$ cat src/rtl/keypad_pkg.sv
package keypad_pkg;

    typedef enum logic [2:0] {
        S_WAIT_PRESS = 3'd0,
        S_DEB_PRESS  = 3'd1,
        S_SCAN_PRESS = 3'd2,
        S_WAIT_REL   = 3'd3,
        S_DEB_REL    = 3'd4,
        S_SCAN_REL   = 3'd5
    } kp_state_t;

endpackage

$ cat src/rtl/keypad_col_sync.sv
module keypad_col_sync #(
    parameter int WIDTH  = 3,
    parameter int STAGES = 2
) (
    input  logic             clk,
    input  logic             rst_n,
    input  logic [WIDTH-1:0] col_raw,
    output logic [WIDTH-1:0] col_sync,
    output logic             rise_any,
    output logic             fall_any
);

    logic [WIDTH-1:0] pipe [STAGES];
    logic [WIDTH-1:0] col_last;

    generate
        for (genvar s = 0; s < STAGES; s++) begin : g_stage
            if (s == 0) begin : g_first
                always_ff @(posedge clk or negedge rst_n) begin
                    if (!rst_n) pipe[0] <= '0;
                    else        pipe[0] <= col_raw;
                end
            end else begin : g_next
                always_ff @(posedge clk or negedge rst_n) begin
                    if (!rst_n) pipe[s] <= '0;
                    else        pipe[s] <= pipe[s-1];
                end
            end
        end
    endgenerate

    assign col_sync = pipe[STAGES-1];

    always_ff @(posedge clk or negedge rst_n) begin
        if (!rst_n) col_last <= '0;
        else        col_last <= col_sync;
    end

    assign rise_any = |(col_sync & ~col_last);
    assign fall_any = |(~col_sync & col_last);

endmodule

$ cat src/rtl/keypad_debounce.sv
module keypad_debounce #(
    parameter int DEB_TICKS = 20,
    localparam int CNT_W = $clog2(DEB_TICKS + 1)
) (
    input  logic clk,
    input  logic rst_n,
    input  logic clear,
    input  logic run,
    input  logic tick,
    output logic done
);

    logic [CNT_W-1:0] cnt;

    assign done = run && tick && (cnt == CNT_W'(DEB_TICKS - 1));

    always_ff @(posedge clk or negedge rst_n) begin
        if (!rst_n) begin
            cnt <= '0;
        end else if (clear) begin
            cnt <= '0;
        end else if (run && tick) begin
            cnt <= done ? '0 : cnt + 1'b1;
        end
    end

    AST_DEB_IN_WINDOW: assert property (@(posedge clk) disable iff (!rst_n)
        int'(cnt) < DEB_TICKS);

    AST_DEB_HOLDS_WITHOUT_TICK: assert property (@(posedge clk) disable iff (!rst_n)
        (!tick && !clear) |=> $stable(cnt));

endmodule

$ cat src/rtl/keypad_first_hit.sv
module keypad_first_hit #(
    parameter int WIDTH = 3,
    localparam int IDX_W = (WIDTH > 1) ? $clog2(WIDTH) : 1
) (
    input  logic [WIDTH-1:0] vec,
    output logic             hit,
    output logic [IDX_W-1:0] idx
);

    always_comb begin
        hit = 1'b0;
        idx = '0;
        for (int i = WIDTH - 1; i >= 0; i--) begin
            if (vec[i]) begin
                hit = 1'b1;
                idx = IDX_W'(i);
            end
        end
    end

endmodule

$ cat src/rtl/keypad_wake_ctrl.sv
module keypad_wake_ctrl
    import keypad_pkg::*;
#(
    parameter int ROWS        = 4,
    parameter int COLS        = 3,
    parameter int DEB_TICKS   = 20,
    parameter int SYNC_STAGES = 2,
    localparam int CODE_W = $clog2(ROWS * COLS),
    localparam int ROW_W  = (ROWS > 1) ? $clog2(ROWS) : 1,
    localparam int COL_W  = (COLS > 1) ? $clog2(COLS) : 1
) (
    input  logic              clk,
    input  logic              rst_n,
    input  logic              tick,
    input  logic [COLS-1:0]   col_in,
    output logic [ROWS-1:0]   row_drv,
    output logic              key_valid,
    output logic [CODE_W-1:0] key_code,
    output logic              awake
);

    kp_state_t state, state_nx;

    logic [COLS-1:0]   col_sync;
    logic              rise_any, fall_any;
    logic              deb_clear, deb_run, deb_done;
    logic              hit;
    logic [COL_W-1:0]  hit_col;
    logic [ROW_W-1:0]  scan_row, held_row;
    logic              scanning, scan_step, last_row;
    logic [CODE_W-1:0] code_now;

    keypad_col_sync #(.WIDTH(COLS), .STAGES(SYNC_STAGES)) u_sync (
        .clk      (clk),
        .rst_n    (rst_n),
        .col_raw  (col_in),
        .col_sync (col_sync),
        .rise_any (rise_any),
        .fall_any (fall_any)
    );

    keypad_debounce #(.DEB_TICKS(DEB_TICKS)) u_deb (
        .clk   (clk),
        .rst_n (rst_n),
        .clear (deb_clear),
        .run   (deb_run),
        .tick  (tick),
        .done  (deb_done)
    );

    keypad_first_hit #(.WIDTH(COLS)) u_hit (
        .vec (col_sync),
        .hit (hit),
        .idx (hit_col)
    );

    assign scanning  = (state == S_SCAN_PRESS) || (state == S_SCAN_REL);
    assign scan_step = scanning && tick;
    assign last_row  = (scan_row == ROW_W'(ROWS - 1));
    assign deb_run   = (state == S_DEB_PRESS) || (state == S_DEB_REL);
    assign deb_clear = ((state == S_WAIT_PRESS) && rise_any) ||
                       ((state == S_WAIT_REL) && fall_any);
    assign code_now  = CODE_W'(scan_row) * CODE_W'(COLS) + CODE_W'(hit_col);

    // state register
    always_ff @(posedge clk or negedge rst_n) begin
        if (!rst_n) state <= S_WAIT_PRESS;
        else        state <= state_nx;
    end

    // next-state decision
    always_comb begin
        state_nx = state;
        unique case (state)
            S_WAIT_PRESS: if (rise_any) state_nx = S_DEB_PRESS;
            S_DEB_PRESS:  if (deb_done) state_nx = S_SCAN_PRESS;
            S_SCAN_PRESS: if (tick) begin
                              if (hit)           state_nx = S_WAIT_REL;
                              else if (last_row) state_nx = S_WAIT_PRESS;
                          end
            S_WAIT_REL:   if (fall_any) state_nx = S_DEB_REL;
            S_DEB_REL:    if (deb_done) state_nx = S_SCAN_REL;
            S_SCAN_REL:   if (tick) begin
                              if (hit)           state_nx = S_WAIT_REL;
                              else if (last_row) state_nx = S_WAIT_PRESS;
                          end
            default:      state_nx = S_WAIT_PRESS;
        endcase
    end

    // scan row walk, held row, code and strobe
    always_ff @(posedge clk or negedge rst_n) begin
        if (!rst_n) begin
            scan_row  <= '0;
            held_row  <= '0;
            key_code  <= '0;
            key_valid <= 1'b0;
        end else begin
            key_valid <= 1'b0;
            if (deb_done) begin
                scan_row <= '0;
            end else if (scan_step) begin
                if (hit) begin
                    held_row <= scan_row;
                    if (state == S_SCAN_PRESS) begin
                        key_code  <= code_now;
                        key_valid <= 1'b1;
                    end
                end else if (!last_row) begin
                    scan_row <= scan_row + 1'b1;
                end
            end
        end
    end

    // outputs from state
    always_comb begin
        row_drv = '0;
        awake   = 1'b0;
        unique case (state)
            S_WAIT_PRESS: row_drv = '1;
            S_DEB_PRESS: begin
                row_drv = '1;
                awake   = 1'b1;
            end
            S_SCAN_PRESS, S_SCAN_REL: begin
                row_drv[scan_row] = 1'b1;
                awake = 1'b1;
            end
            S_WAIT_REL: row_drv[held_row] = 1'b1;
            S_DEB_REL: begin
                row_drv[held_row] = 1'b1;
                awake = 1'b1;
            end
            default: row_drv = '1;
        endcase
    end

    AST_STROBE_ONE_CYCLE: assert property (@(posedge clk) disable iff (!rst_n)
        key_valid |=> !key_valid);

    AST_STROBE_FROM_PRESS_SCAN: assert property (@(posedge clk) disable iff (!rst_n)
        key_valid |-> ($past(state) == S_SCAN_PRESS));

    AST_CODE_IN_RANGE: assert property (@(posedge clk) disable iff (!rst_n)
        key_valid |-> (int'(key_code) < ROWS * COLS));

    AST_CODE_HELD: assert property (@(posedge clk) disable iff (!rst_n)
        !key_valid |-> $stable(key_code));

    AST_ROWS_SHAPE: assert property (@(posedge clk) disable iff (!rst_n)
        ($onehot(row_drv) || (row_drv == '1)));

    AST_SLEEP_ROWS_STILL: assert property (@(posedge clk) disable iff (!rst_n)
        (!awake && !$past(awake)) |-> $stable(row_drv));

    AST_ROW_STEP_ON_TICK: assert property (@(posedge clk) disable iff (!rst_n)
        (scanning && !tick) |=> $stable(row_drv));

endmodule

$ cat config.mk
export PLATFORM = sky130hd
export DESIGN_NAME = keypad_wake_ctrl
export DESIGN_NICKNAME = d
export VERILOG_FILES = /design/src/rtl/keypad_pkg.sv /design/src/rtl/keypad_col_sync.sv /design/src/rtl/keypad_debounce.sv /design/src/rtl/keypad_first_hit.sv /design/src/rtl/keypad_wake_ctrl.sv
export SDC_FILE = /design/constraint.sdc
export NUM_CORES = 1
export LEC_CHECK = 0
export BUFFER_PORTS_ARGS = -buffer_cell sky130_fd_sc_hd__clkbuf_2
export CORE_UTILIZATION = 35
export CTS_CLUSTER_DIAMETER = 40
export DETAILED_ROUTE_END_ITERATION = 16
export PLACE_DENSITY_LB_ADDON = 0.25
export SLEW_MARGIN = 20
export SYNTH_ARGS = -nofsm -noshare
export SYNTH_HDL_FRONTEND = slang
export SYNTH_SLANG_ARGS = --single-unit
$ cat constraint.sdc
create_clock -name clk -period 2.66 [get_ports clk]
set_input_delay 0.266 -clock clk [delete_from_list [all_inputs] [get_ports clk]]
set_output_delay 0.266 -clock clk [all_outputs]
set_load 0.02 [all_outputs]
==> run_results.csv <==
group,metric,value,unit
outcome,outcome,"finished, violations left",
outcome,violations,"hold timing",
sta,worst_slew_pin_slew,0.646,ns
pwr,leakagePower,0.754,nW
cells_and_area,area_growth,12.6,%
clocking,clock-sinks,26,
routing,vias,1151,
place,placed_cells,211,
floorplanning,die_area,0.00453,mm^2
sta,timing.hold.ws,-0.00841,ns
worst_setup_path,crit_type,"flip-flop to primary output",
worst_setup_path,endpoint_kind,"primary output",
synthesis,synth_cells,152,
pwr,clockPowerShare,0.203,
global_route,antenna_found_initial,0,
synthesis,syn_area,0.00149,mm^2
routing,drcViolationCount,0,
clocking,cts_made_buffers,3,
clocking,post-cts-setup-buffers,0,
worst_setup_path,startpoint_type,"flip-flop",
routing,drtAntennaViolNets,0,
global_route,grt_pass1_wl,5250,um
clocking,cts_resized,0,
sta,slew_headroom,0.569,
synthesis,synth_flop_cell,"dfrtp_1",
global_route,grt_pass1_vias,1110,
sta,rsz0062_at_grt,"no",
place,gp_congestion,0.825,
clocking,cts_tree,"yes",
place,io_buffer_count,15,
synthesis,synth-seq-cells,26,
clocking,clk_latency,0.27,ns
pwr,p_per_area,957,mW/mm^2
worst_hold_path,hold_path_class,"input pin to asynchronous set/reset pin",
sta,fin_skew,0.00355,ns
cells_and_area,most-common-layout-cells,"dfrtp_1 (26), clkbuf_2 (15), nand2_1 (13)",
synthesis,ys_seq_area_frac,0.436,
worst_setup_path,cp_num_buf_inv,2,
global_route,grt_use_total,0.156,
global_route,overflow,0,
sta,fin_crit,2.28,ns
synthesis,yosys-mux-area-fraction,0.0360,
worst_setup_path,arrival,2.01,ns
pwr,internal_power,0.000943,W
sta,hold_violations,26,
synthesis,synth_cell_type_count,47,
routing,wl_met1,1500,um
pwr,net-switching-power,0.000668,W
floorplanning,start_util,0.368,
routing,wl_per_cell,14.1,um
cells_and_area,instances_no_fill,215,
clocking,cts_buffer_depth,2,
synthesis,synthArstFlopShare,1.00,
pwr,seq_power_share,0.387,
clocking,clk_pin_slew_worst_paths,0.09,ns
floorplanning,die-height,67.3,um
worst_setup_path,critPathMaxFanout,22,
synthesis,synth_compound_area_frac,0.171,
pwr,p_comb_frac,0.410,
sta,tns,0,ns
clocking,h-tree-depth,1,
synthesis,syn_nets,167,
worst_setup_path,crit_slowest_cell,"dfrtp_1",
worst_setup_path,critPathRequiredTime,2.39,ns
routing,wl_met2,1390,um
cells_and_area,drive_gt1_frac,0.145,
routing,firstDrtPassIters,4,
place,post-dp-hpwl,2240,um
pwr,vdd_drop_max,0.356,mV
pwr,swShare,0.415,
clocking,cts_hold_buf,0,
routing,route.top_layer_used,"met4",
job,timing.max_cap.violations,0,
worst_setup_path,critPathMaxStageDelay,0.77,ns
worst_setup_path,r2r_setup_slack,0.54,ns
sta,slew_violations,0,
cells_and_area,final_common_cell,"dfrtp_1",
sta,setup_violations,0,
routing,wl,3040,um
synthesis,synth-simple-area-share,0.214,
sta,max_freq,439,MHz
floorplanning,die_w,67.3,um
floorplanning,core,0.00406,mm^2
synthesis,syn_avg_cell_area,9.83,um^2
cells_and_area,diodes,0,
routing,wl_met3,92,um
synthesis,synthAdderAreaFrac,0.0854,
synthesis,synth_xor_area_frac,0.0176,
synthesis,synth_top_family_by_area,"simple AND/OR/NAND/NOR gates",
cells_and_area,nets,181,
sta,period_share,0.856,
worst_setup_path,critical_path.top_delay_family,"flip-flops",
worst_setup_path,crit_chain,"inv_1, nor3_1, a21oi_1, a22oi_1, clkbuf_2",
synthesis,synth_edf_count,0,
routing,detail_route.iter0.violations,58,
global_route,grt_max_degree,27,
floorplanning,ios,16,
synthesis,yosys_warnings,0,
clocking,root_buffer,"clkbuf_8",
floorplanning,row_count,23,
routing,vias_per_cell,5.35,
-- cell families after synthesis --
kind of cell / count (synthesis)
DFF: 26
xor gates and xnor gates: 3
muxes: 5
adders and majority gates: 9
AOI/OAI and AO/OA: 38
buffers and inverters: 16
and+or+nand+nor: 55
-- synthesized netlist by cell type (all sizes together), types with 4 or more instances --
cell type / n / area share
nor2b: 6 / 0.025
nand2: 13 / 0.033
nor3: 4 / 0.013
inv: 9 / 0.023
nand3: 4 / 0.013
nand3b: 4 / 0.020
a21oi: 11 / 0.037
o21ai: 7 / 0.023
nor2: 5 / 0.013
dfrtp: 26 / 0.44
clkbuf: 5 / 0.013
ha: 7 / 0.059
-- state kept, by name, indices dropped and copies added (netlist names) --
name	count
u_sync.col_sync	3
key_code	4
u_sync.pipe	3
held_row	2
scan_row	2
key_valid	1
u_sync.col_last	3
state	3
u_deb.cnt	5
-- worst paths after layout --
kind / startpoint / to / depth (start not counted)
worst max-delay path: state[0] / row_drv[0] / 5
min in group clk: col_in[1] / u_sync.pipe[4] / 1
worst min register to register: u_sync.pipe[4] / u_sync.col_sync[1] / 0
worst min-delay path: rst_n / u_sync.pipe[4] / 1
worst max register to register: u_sync.col_sync[0] / key_code[2] / 8
max in group asynchronous: rst_n / state[1] / 1
-- stage by stage --
step / util / worst slack, ns / cell area (um^2) / power [W] / hold slack (ns)
finish: 0.415 / 0.382 / 1680 / 0.00161 / -0.00841
global placement: 0.397 / 0.637 / 1610 / 0.00127 / 0.316
global route: 0.415 / 0.197 / 1680 / 0.00176 / 0.0490
floorplan: - / 0.711 / 1490 / 0.00110 / -0.0296
detailed placement: 0.397 / 0.552 / 1610 / 0.00129 / 0.323
CTS: 0.415 / 0.390 / 1680 / 0.00163 / 0.0244
-- layout make-up --
cell class                      count  area [um^2]
Clock buffer                        3         41.3
Clock inverter                      1         30.0
Fill cell                         397         2370
Inverter                            9         33.8
Multi-Input combinational cell    110          782
Sequential cell                    26          651
Tap cell                           50         62.6
Timing Repair Buffer               16         82.6
-- metal layers --
layer | up-vias | global-route usage
li1 | 578 | -
met1 | 547 | 0.205
met2 | 21 | 0.255
met3 | 5 | 0.0253
met4 | 0 | 0.0638
met5 | - | 0
-- power by group through the flow --
stage / Combinational [W] / Sequential (W) / Clock [W]
final: 0.000660 / 0.000623 / 0.000328
after global routing: 0.000762 / 0.000643 / 0.000350
after CTS: 0.000664 / 0.000622 / 0.000339
after detailed placement: 0.000660 / 0.000631 / 0
after global placement: 0.000646 / 0.000622 / 0
after floorplan: 0.000545 / 0.000557 / 0
(Power assumes the default switching activity.)
